===== config.mk =====
export PLATFORM = sky130hd
export DESIGN_NAME = modem_line_csr
export DESIGN_NICKNAME = d
export VERILOG_FILES = /design/src/rtl/mlc_pkg.sv /design/src/rtl/mlc_rx_csr.sv /design/src/rtl/mlc_tx_csr.sv /design/src/rtl/modem_line_csr.sv
export SDC_FILE = /design/constraint.sdc
export NUM_CORES = 1
export LEC_CHECK = 0
export CAP_MARGIN = 40
export CORE_ASPECT_RATIO = 0.6
export CORE_UTILIZATION = 36
export DETAILED_ROUTE_END_ITERATION = 10
export DONT_BUFFER_PORTS = 1
export PLACE_DENSITY = 0.49
export SYNTH_ARGS = -nofsm -noshare
export SYNTH_HDL_FRONTEND = slang
export SYNTH_HIERARCHICAL = 1
export SYNTH_SLANG_ARGS = --single-unit

===== constraint.sdc =====
create_clock -name clk -period 1.8 [get_ports clk]
set_input_delay 0.18 -clock clk [delete_from_list [all_inputs] [get_ports clk]]
set_output_delay 0.18 -clock clk [all_outputs]
set_load 0.02 [all_outputs]

===== src/rtl/mlc_pkg.sv =====
package mlc_pkg;
  localparam int CSR_W  = 16;
  localparam int BYTE_W = 8;

  localparam int RX_DTR  = 0;
  localparam int RX_CDT  = 2;
  localparam int RX_IE   = 6;
  localparam int RX_DONE = 7;
  localparam int RX_OVR  = 12;
  localparam int RX_RNG  = 13;
  localparam int RX_CCH  = 14;
  localparam int RX_ERR  = 15;

  localparam int TX_CTS  = 1;
  localparam int TX_DONE = 7;

  localparam logic [CSR_W-1:0] RX_RD_MASK = 16'o173777;
  localparam logic [CSR_W-1:0] RX_WR_MASK = 16'o003533;
  localparam logic [CSR_W-1:0] TX_RD_MASK = 16'o100737;
  localparam logic [CSR_W-1:0] TX_WR_MASK = 16'o000535;
  localparam logic [CSR_W-1:0] RX_RESET   = '0;
  localparam logic [CSR_W-1:0] TX_RESET   = 16'h0080;

  localparam logic [CSR_W-1:0] RX_CLR_ON_READ =
    (CSR_W'(1) << RX_DONE) | (CSR_W'(1) << RX_OVR) | (CSR_W'(1) << RX_RNG) |
    (CSR_W'(1) << RX_CCH)  | (CSR_W'(1) << RX_ERR);

  typedef enum logic [1:0] {
    SEL_RX_CSR = 2'd0,
    SEL_RX_BUF = 2'd1,
    SEL_TX_CSR = 2'd2,
    SEL_TX_BUF = 2'd3
  } reg_sel_e;

  function automatic logic [CSR_W-1:0] merge_write(
    input logic [CSR_W-1:0] cur,
    input logic [CSR_W-1:0] wd,
    input logic             byte_acc,
    input logic             hi_lane
  );
    logic [CSR_W-1:0] r;
    if (!byte_acc)    r = wd;
    else if (hi_lane) r = {wd[BYTE_W-1:0], cur[BYTE_W-1:0]};
    else              r = {cur[CSR_W-1:BYTE_W], wd[BYTE_W-1:0]};
    return r;
  endfunction
endpackage


===== src/rtl/mlc_rx_csr.sv =====
module mlc_rx_csr
  import mlc_pkg::*;
(
  input  logic             clk,
  input  logic             rst_n,
  input  logic             rd_en,
  input  logic             wr_en,
  input  logic [CSR_W-1:0] wr_data,
  input  logic             modem_en,
  input  logic             ev_connect,
  input  logic             ev_lost,
  input  logic             ev_char,
  output logic [CSR_W-1:0] csr_q,
  output logic [CSR_W-1:0] rd_view,
  output logic             cts_upd,
  output logic             cts_val,
  output logic             irq
);
  logic [CSR_W-1:0] nxt;
  logic             irq_now;
  logic             irq_q;

  always_comb begin
    logic [CSR_W-1:0] v;
    v = csr_q;
    v[RX_ERR] = csr_q[RX_OVR] | csr_q[RX_RNG] | csr_q[RX_CCH];
    rd_view = v & RX_RD_MASK;
  end

  always_comb begin
    nxt     = csr_q;
    irq_now = 1'b0;
    cts_upd = 1'b0;
    cts_val = 1'b0;
    // host write, including the dataset handshake on a DTR edge
    if (wr_en) begin
      if (modem_en && (wr_data[RX_DTR] != csr_q[RX_DTR])) begin
        if (wr_data[RX_DTR]) begin
          if (csr_q[RX_RNG]) begin
            nxt[RX_RNG] = 1'b0;
            nxt[RX_CDT] = 1'b1;
            nxt[RX_CCH] = 1'b1;
            nxt[RX_ERR] = 1'b1;
            cts_upd = 1'b1;
            cts_val = 1'b1;
            irq_now = irq_now | wr_data[RX_IE];
          end
        end else begin
          if (csr_q[RX_CDT]) begin
            nxt[RX_CCH] = 1'b1;
            nxt[RX_ERR] = 1'b1;
            irq_now = irq_now | wr_data[RX_IE];
          end
          nxt[RX_CDT] = 1'b0;
          nxt[RX_RNG] = 1'b0;
          cts_upd = 1'b1;
          cts_val = 1'b0;
        end
      end
      nxt = (nxt & ~RX_WR_MASK) | (wr_data & RX_WR_MASK);
    end
    // read side effect comes before line events so events survive
    if (rd_en) nxt = nxt & ~RX_CLR_ON_READ;
    if (ev_connect) begin
      if (modem_en) begin
        if (nxt[RX_DTR]) begin
          nxt[RX_CDT] = 1'b1;
          nxt[RX_CCH] = 1'b1;
        end else begin
          nxt[RX_RNG] = 1'b1;
        end
        nxt[RX_ERR] = 1'b1;
        irq_now = irq_now | nxt[RX_IE];
      end else begin
        cts_upd = 1'b1;
        cts_val = 1'b1;
      end
    end
    if (ev_lost) begin
      if (modem_en && nxt[RX_CDT]) begin
        nxt[RX_CCH] = 1'b1;
        nxt[RX_ERR] = 1'b1;
        irq_now = irq_now | nxt[RX_IE];
      end
      nxt[RX_CDT] = 1'b0;
      nxt[RX_RNG] = 1'b0;
      cts_upd = 1'b1;
      cts_val = 1'b0;
    end
    if (ev_char) begin
      if (nxt[RX_DONE]) nxt[RX_OVR]  = 1'b1;
      else              nxt[RX_DONE] = 1'b1;
    end
  end

  always_ff @(posedge clk) begin
    if (!rst_n) begin
      csr_q <= RX_RESET;
      irq_q <= 1'b0;
    end else begin
      csr_q <= nxt;
      irq_q <= irq_now;
    end
  end

  assign irq = irq_q;

  AST_CCH_BRINGS_ERR: assert property (@(posedge clk) disable iff (!rst_n)
    $rose(csr_q[RX_CCH]) |-> csr_q[RX_ERR]);
  AST_CDT_NEEDS_MODEM: assert property (@(posedge clk) disable iff (!rst_n)
    $rose(csr_q[RX_CDT]) |-> $past(modem_en));
  AST_READ_CLEARS_FLAGS: assert property (@(posedge clk) disable iff (!rst_n)
    (rd_en && !wr_en && !ev_connect && !ev_lost && !ev_char)
      |=> ((csr_q & RX_CLR_ON_READ) == '0));
  AST_IRQ_ONE_CYCLE: assert property (@(posedge clk) disable iff (!rst_n)
    (irq && !$past(wr_en) && !$past(ev_connect) && !$past(ev_lost)) |-> 1'b0);
endmodule


===== src/rtl/mlc_tx_csr.sv =====
module mlc_tx_csr
  import mlc_pkg::*;
(
  input  logic             clk,
  input  logic             rst_n,
  input  logic             wr_en,
  input  logic [CSR_W-1:0] wr_data,
  input  logic             buf_wr,
  input  logic             tx_sent,
  input  logic             cts_upd,
  input  logic             cts_val,
  output logic [CSR_W-1:0] csr_q
);
  logic [CSR_W-1:0] nxt;

  always_comb begin
    nxt = csr_q;
    if (wr_en)   nxt = (nxt & ~TX_WR_MASK) | (wr_data & TX_WR_MASK);
    if (buf_wr)  nxt[TX_DONE] = 1'b0;
    if (tx_sent) nxt[TX_DONE] = 1'b1;
    if (cts_upd) nxt[TX_CTS]  = cts_val;
  end

  always_ff @(posedge clk) begin
    if (!rst_n) csr_q <= TX_RESET;
    else        csr_q <= nxt;
  end

  AST_CTS_TRACKS_HANDSHAKE: assert property (@(posedge clk) disable iff (!rst_n)
    cts_upd |=> (csr_q[TX_CTS] == $past(cts_val)));
  AST_BUF_WRITE_CLEARS_DONE: assert property (@(posedge clk) disable iff (!rst_n)
    (buf_wr && !tx_sent) |=> !csr_q[TX_DONE]);
endmodule


===== src/rtl/modem_line_csr.sv =====
module modem_line_csr
  import mlc_pkg::*;
(
  input  logic             clk,
  input  logic             rst_n,
  input  logic             bus_rd,
  input  logic             bus_wr,
  input  logic [1:0]       bus_sel,
  input  logic             bus_byte,
  input  logic             bus_hi,
  input  logic [CSR_W-1:0] bus_wdata,
  output logic [CSR_W-1:0] bus_rdata,
  input  logic             modem_en,
  input  logic             line_connect,
  input  logic             line_carrier_lost,
  input  logic             rx_char,
  input  logic             tx_sent,
  output logic             rx_irq
);
  logic [CSR_W-1:0] rx_q, rx_view, tx_q, rx_wd, tx_wd;
  logic             cts_upd, cts_val;
  logic             rx_rd, rx_wr, tx_wr, tx_buf_wr;

  assign rx_rd     = bus_rd && (bus_sel == SEL_RX_CSR);
  assign rx_wr     = bus_wr && (bus_sel == SEL_RX_CSR);
  assign tx_wr     = bus_wr && (bus_sel == SEL_TX_CSR);
  assign tx_buf_wr = bus_wr && (bus_sel == SEL_TX_BUF);
  assign rx_wd     = merge_write(rx_q, bus_wdata, bus_byte, bus_hi);
  assign tx_wd     = merge_write(tx_q, bus_wdata, bus_byte, bus_hi);

  mlc_rx_csr u_rx (
    .clk(clk), .rst_n(rst_n), .rd_en(rx_rd), .wr_en(rx_wr), .wr_data(rx_wd),
    .modem_en(modem_en), .ev_connect(line_connect), .ev_lost(line_carrier_lost),
    .ev_char(rx_char), .csr_q(rx_q), .rd_view(rx_view),
    .cts_upd(cts_upd), .cts_val(cts_val), .irq(rx_irq)
  );

  mlc_tx_csr u_tx (
    .clk(clk), .rst_n(rst_n), .wr_en(tx_wr), .wr_data(tx_wd),
    .buf_wr(tx_buf_wr), .tx_sent(tx_sent),
    .cts_upd(cts_upd), .cts_val(cts_val), .csr_q(tx_q)
  );

  always_comb begin
    case (bus_sel)
      SEL_RX_CSR: bus_rdata = rx_view;
      SEL_TX_CSR: bus_rdata = tx_q & TX_RD_MASK;
      default:    bus_rdata = '0;
    endcase
  end

  AST_HOST_RW_EXCLUSIVE: assert property (@(posedge clk) disable iff (!rst_n)
    !(bus_rd && bus_wr));
  AST_MODEM_OFF_NO_IRQ: assert property (@(posedge clk) disable iff (!rst_n)
    (rx_irq && !$past(bus_wr)) |-> $past(modem_en));
endmodule


==> qor.txt <==
Initial antenna violation count: 0
PwrDens: 641 nW/um2
CP Capture Type: flop
CORE AREA: 4170 um2
Antenna cell count: 0
Post-layout power: 987 uW
Routed wire length per instance: 15.3 um
Max-cap violation count: 0
Area Overhead vs Synth: -2.69%
F_max: 0.639 GHz
Fin crit share: 87.0%
First-pass GRT wire length: 5300 um
Path type of the worst setup path: flop to flop
Final instance area: 1540 um2
Height of the die: 53.4 um
Die X-Extent: 87.6 um
Post-synthesis cell count: 183
1st-iter DRT viols: 110
Yosys warnings: 6
Post-CTS setup buffers: 0
CTS tree: done
Worst-path clk slew: 0.08 ns
Residual DRC: 0
Hold Crit Start: rst_n
Vias in the first global route: 1,044
Reg2Reg Setup Slack: 0.23 ns
Hold buffers post-CTS: 0
Peak VDD IR: 0.229 mV
All-Layer GR Usage: 15.7%
Final WS setup: 0.235 ns
CP arrival: 1.73 ns
DRT Pass-1 Iters: 4
Via Count: 1,111
Crit Path Max Fanout: 9
Leak pwr: 0.000578 uW
R2R depth: 7
Status: finished, final reports clean
Clk Latency, worst-skew pair: 0.27 ns
DP Worst Slack: 0.255 ns
Crit path launch type: flop
Final-report max-slew violation count: 0
Num CTS Buffers: 3
Final Non-Filler Cells: 225
Starting density of the core: 38.0%
Worst clock skew: 0.00377 ns
CP required: 1.97 ns
CTS Buffer Depth: 2
DIE AREA: 4670 um2
Min Clock Period, post-route: 1.57 ns
Worst r2r src: u_rx/csr_q[0]$_SDFF_PN0_
Avg Synthesized Cell Area: 8.65 um2
Root cell of the clock tree: clkbuf_8
DR vias/cell: 4.94
Most common cell after layout, fill and taps aside: mux2i_1
CTS sink cnt: 22
Reg-to-reg endpoint: u_tx/csr_q[1]$_SDFFE_PN0P_
Final Hold Fails: 0
Synthesized area: 1580 um2
Hold Path Stages: 1
Pin count of the biggest net entering global routing: 24
WHS Endpoint: u_tx/csr_q[7]$_SDFFE_PP1P_
# setup viols final: 0
RSZ-0062 raised after global routing: no
Placed cell area: 1500 um2
H-Tree Depth: 1
Fill cells: 437
Hold crit path type: primary input to flop
GPL Wtd Cong: 0.772
Global route overflow: 0
Row count: 18
Fraction of layout cells with a size suffix above 1: 12.7%
Port buffer count: 0
Sum Neg Setup Slack: 0 ns
Detailed Place HPWL: 2560 um
Commonest cells after routing, fill and taps aside: mux2i_1, dfxtp_1, nor2_1
DP Cell Count: 222
I/O pin cnt: 46
Nets: 196
CTS-repair resized insts: 0
DRT antenna net count: 0
Routed Wire Length: 3440 um
## routing by layer
metal / part of all wire [%] / track usage [%]
met1: 48 / 21.1
met2: 42 / 23.0
met3: 8.3 / 5.93
met4: 1.7 / 4.92
met5: 0 / 0
## power by group
part	leakage, uW	switching [uW]	internal [uW]
logic	0.000377	73.3	80.4
registers	0.000179	12.7	503
clock network	0.0000216	168	150
total	0.000578	254	733
## area by class of cell
cell class                      count  area, um2  share of cell area [%]
Inverter                            5       18.8                    1.22
Tap cell                           60       75.1                    4.87
Multi-Input combinational cell    129        920                    59.7
Clock buffer                        3       41.3                    2.68
Timing Repair Buffer                6       45.0                    2.92
Sequential cell                    22        440                    28.6
## flip-flops by register name, summed over array words and instances (netlist names)
name        count
u_rx/csr_q     13
u_tx/csr_q      8
u_rx/irq        1
## through the flow
step	util [%]	hold slack [ns]
2_1_floorplan	-	0.263
3_3_place_gp	36.0	0.271
3_5_place_dp	36.0	0.278
4_1_cts	37.0	0.00279
5_1_grt	37.0	0.000961
6_report	37.0	0.00790
## worst max path at each step
stage / endpoint / slack (ns) / from / cells after the start
floorplan: u_tx/csr_q[1]$_SDFFE_PN0P_ / 0.17 / bus_byte / 10
global placement: u_tx/csr_q[1]$_SDFFE_PN0P_ / 0.29 / bus_byte / 8
detailed placement: u_tx/csr_q[1]$_SDFFE_PN0P_ / 0.26 / bus_byte / 8
CTS: u_tx/csr_q[1]$_SDFFE_PN0P_ / 0.25 / u_rx/csr_q[0]$_SDFF_PN0_ / 7
global route: u_tx/csr_q[1]$_SDFFE_PN0P_ / 0.12 / u_rx/csr_q[0]$_SDFF_PN0_ / 7
finish: u_tx/csr_q[1]$_SDFFE_PN0P_ / 0.23 / u_rx/csr_q[0]$_SDFF_PN0_ / 7
## critical path, cell delays in order, from the launching register on
cell,delay (ns)
dfxtp_1,0.31
mux2_2,0.34
xnor2_1,0.15
nor2_1,0.16
o21ai_0,0.12
nand3_1,0.11
mux2i_1,0.20
nor2b_1,0.06
Power figures use the tool's default switching activity.
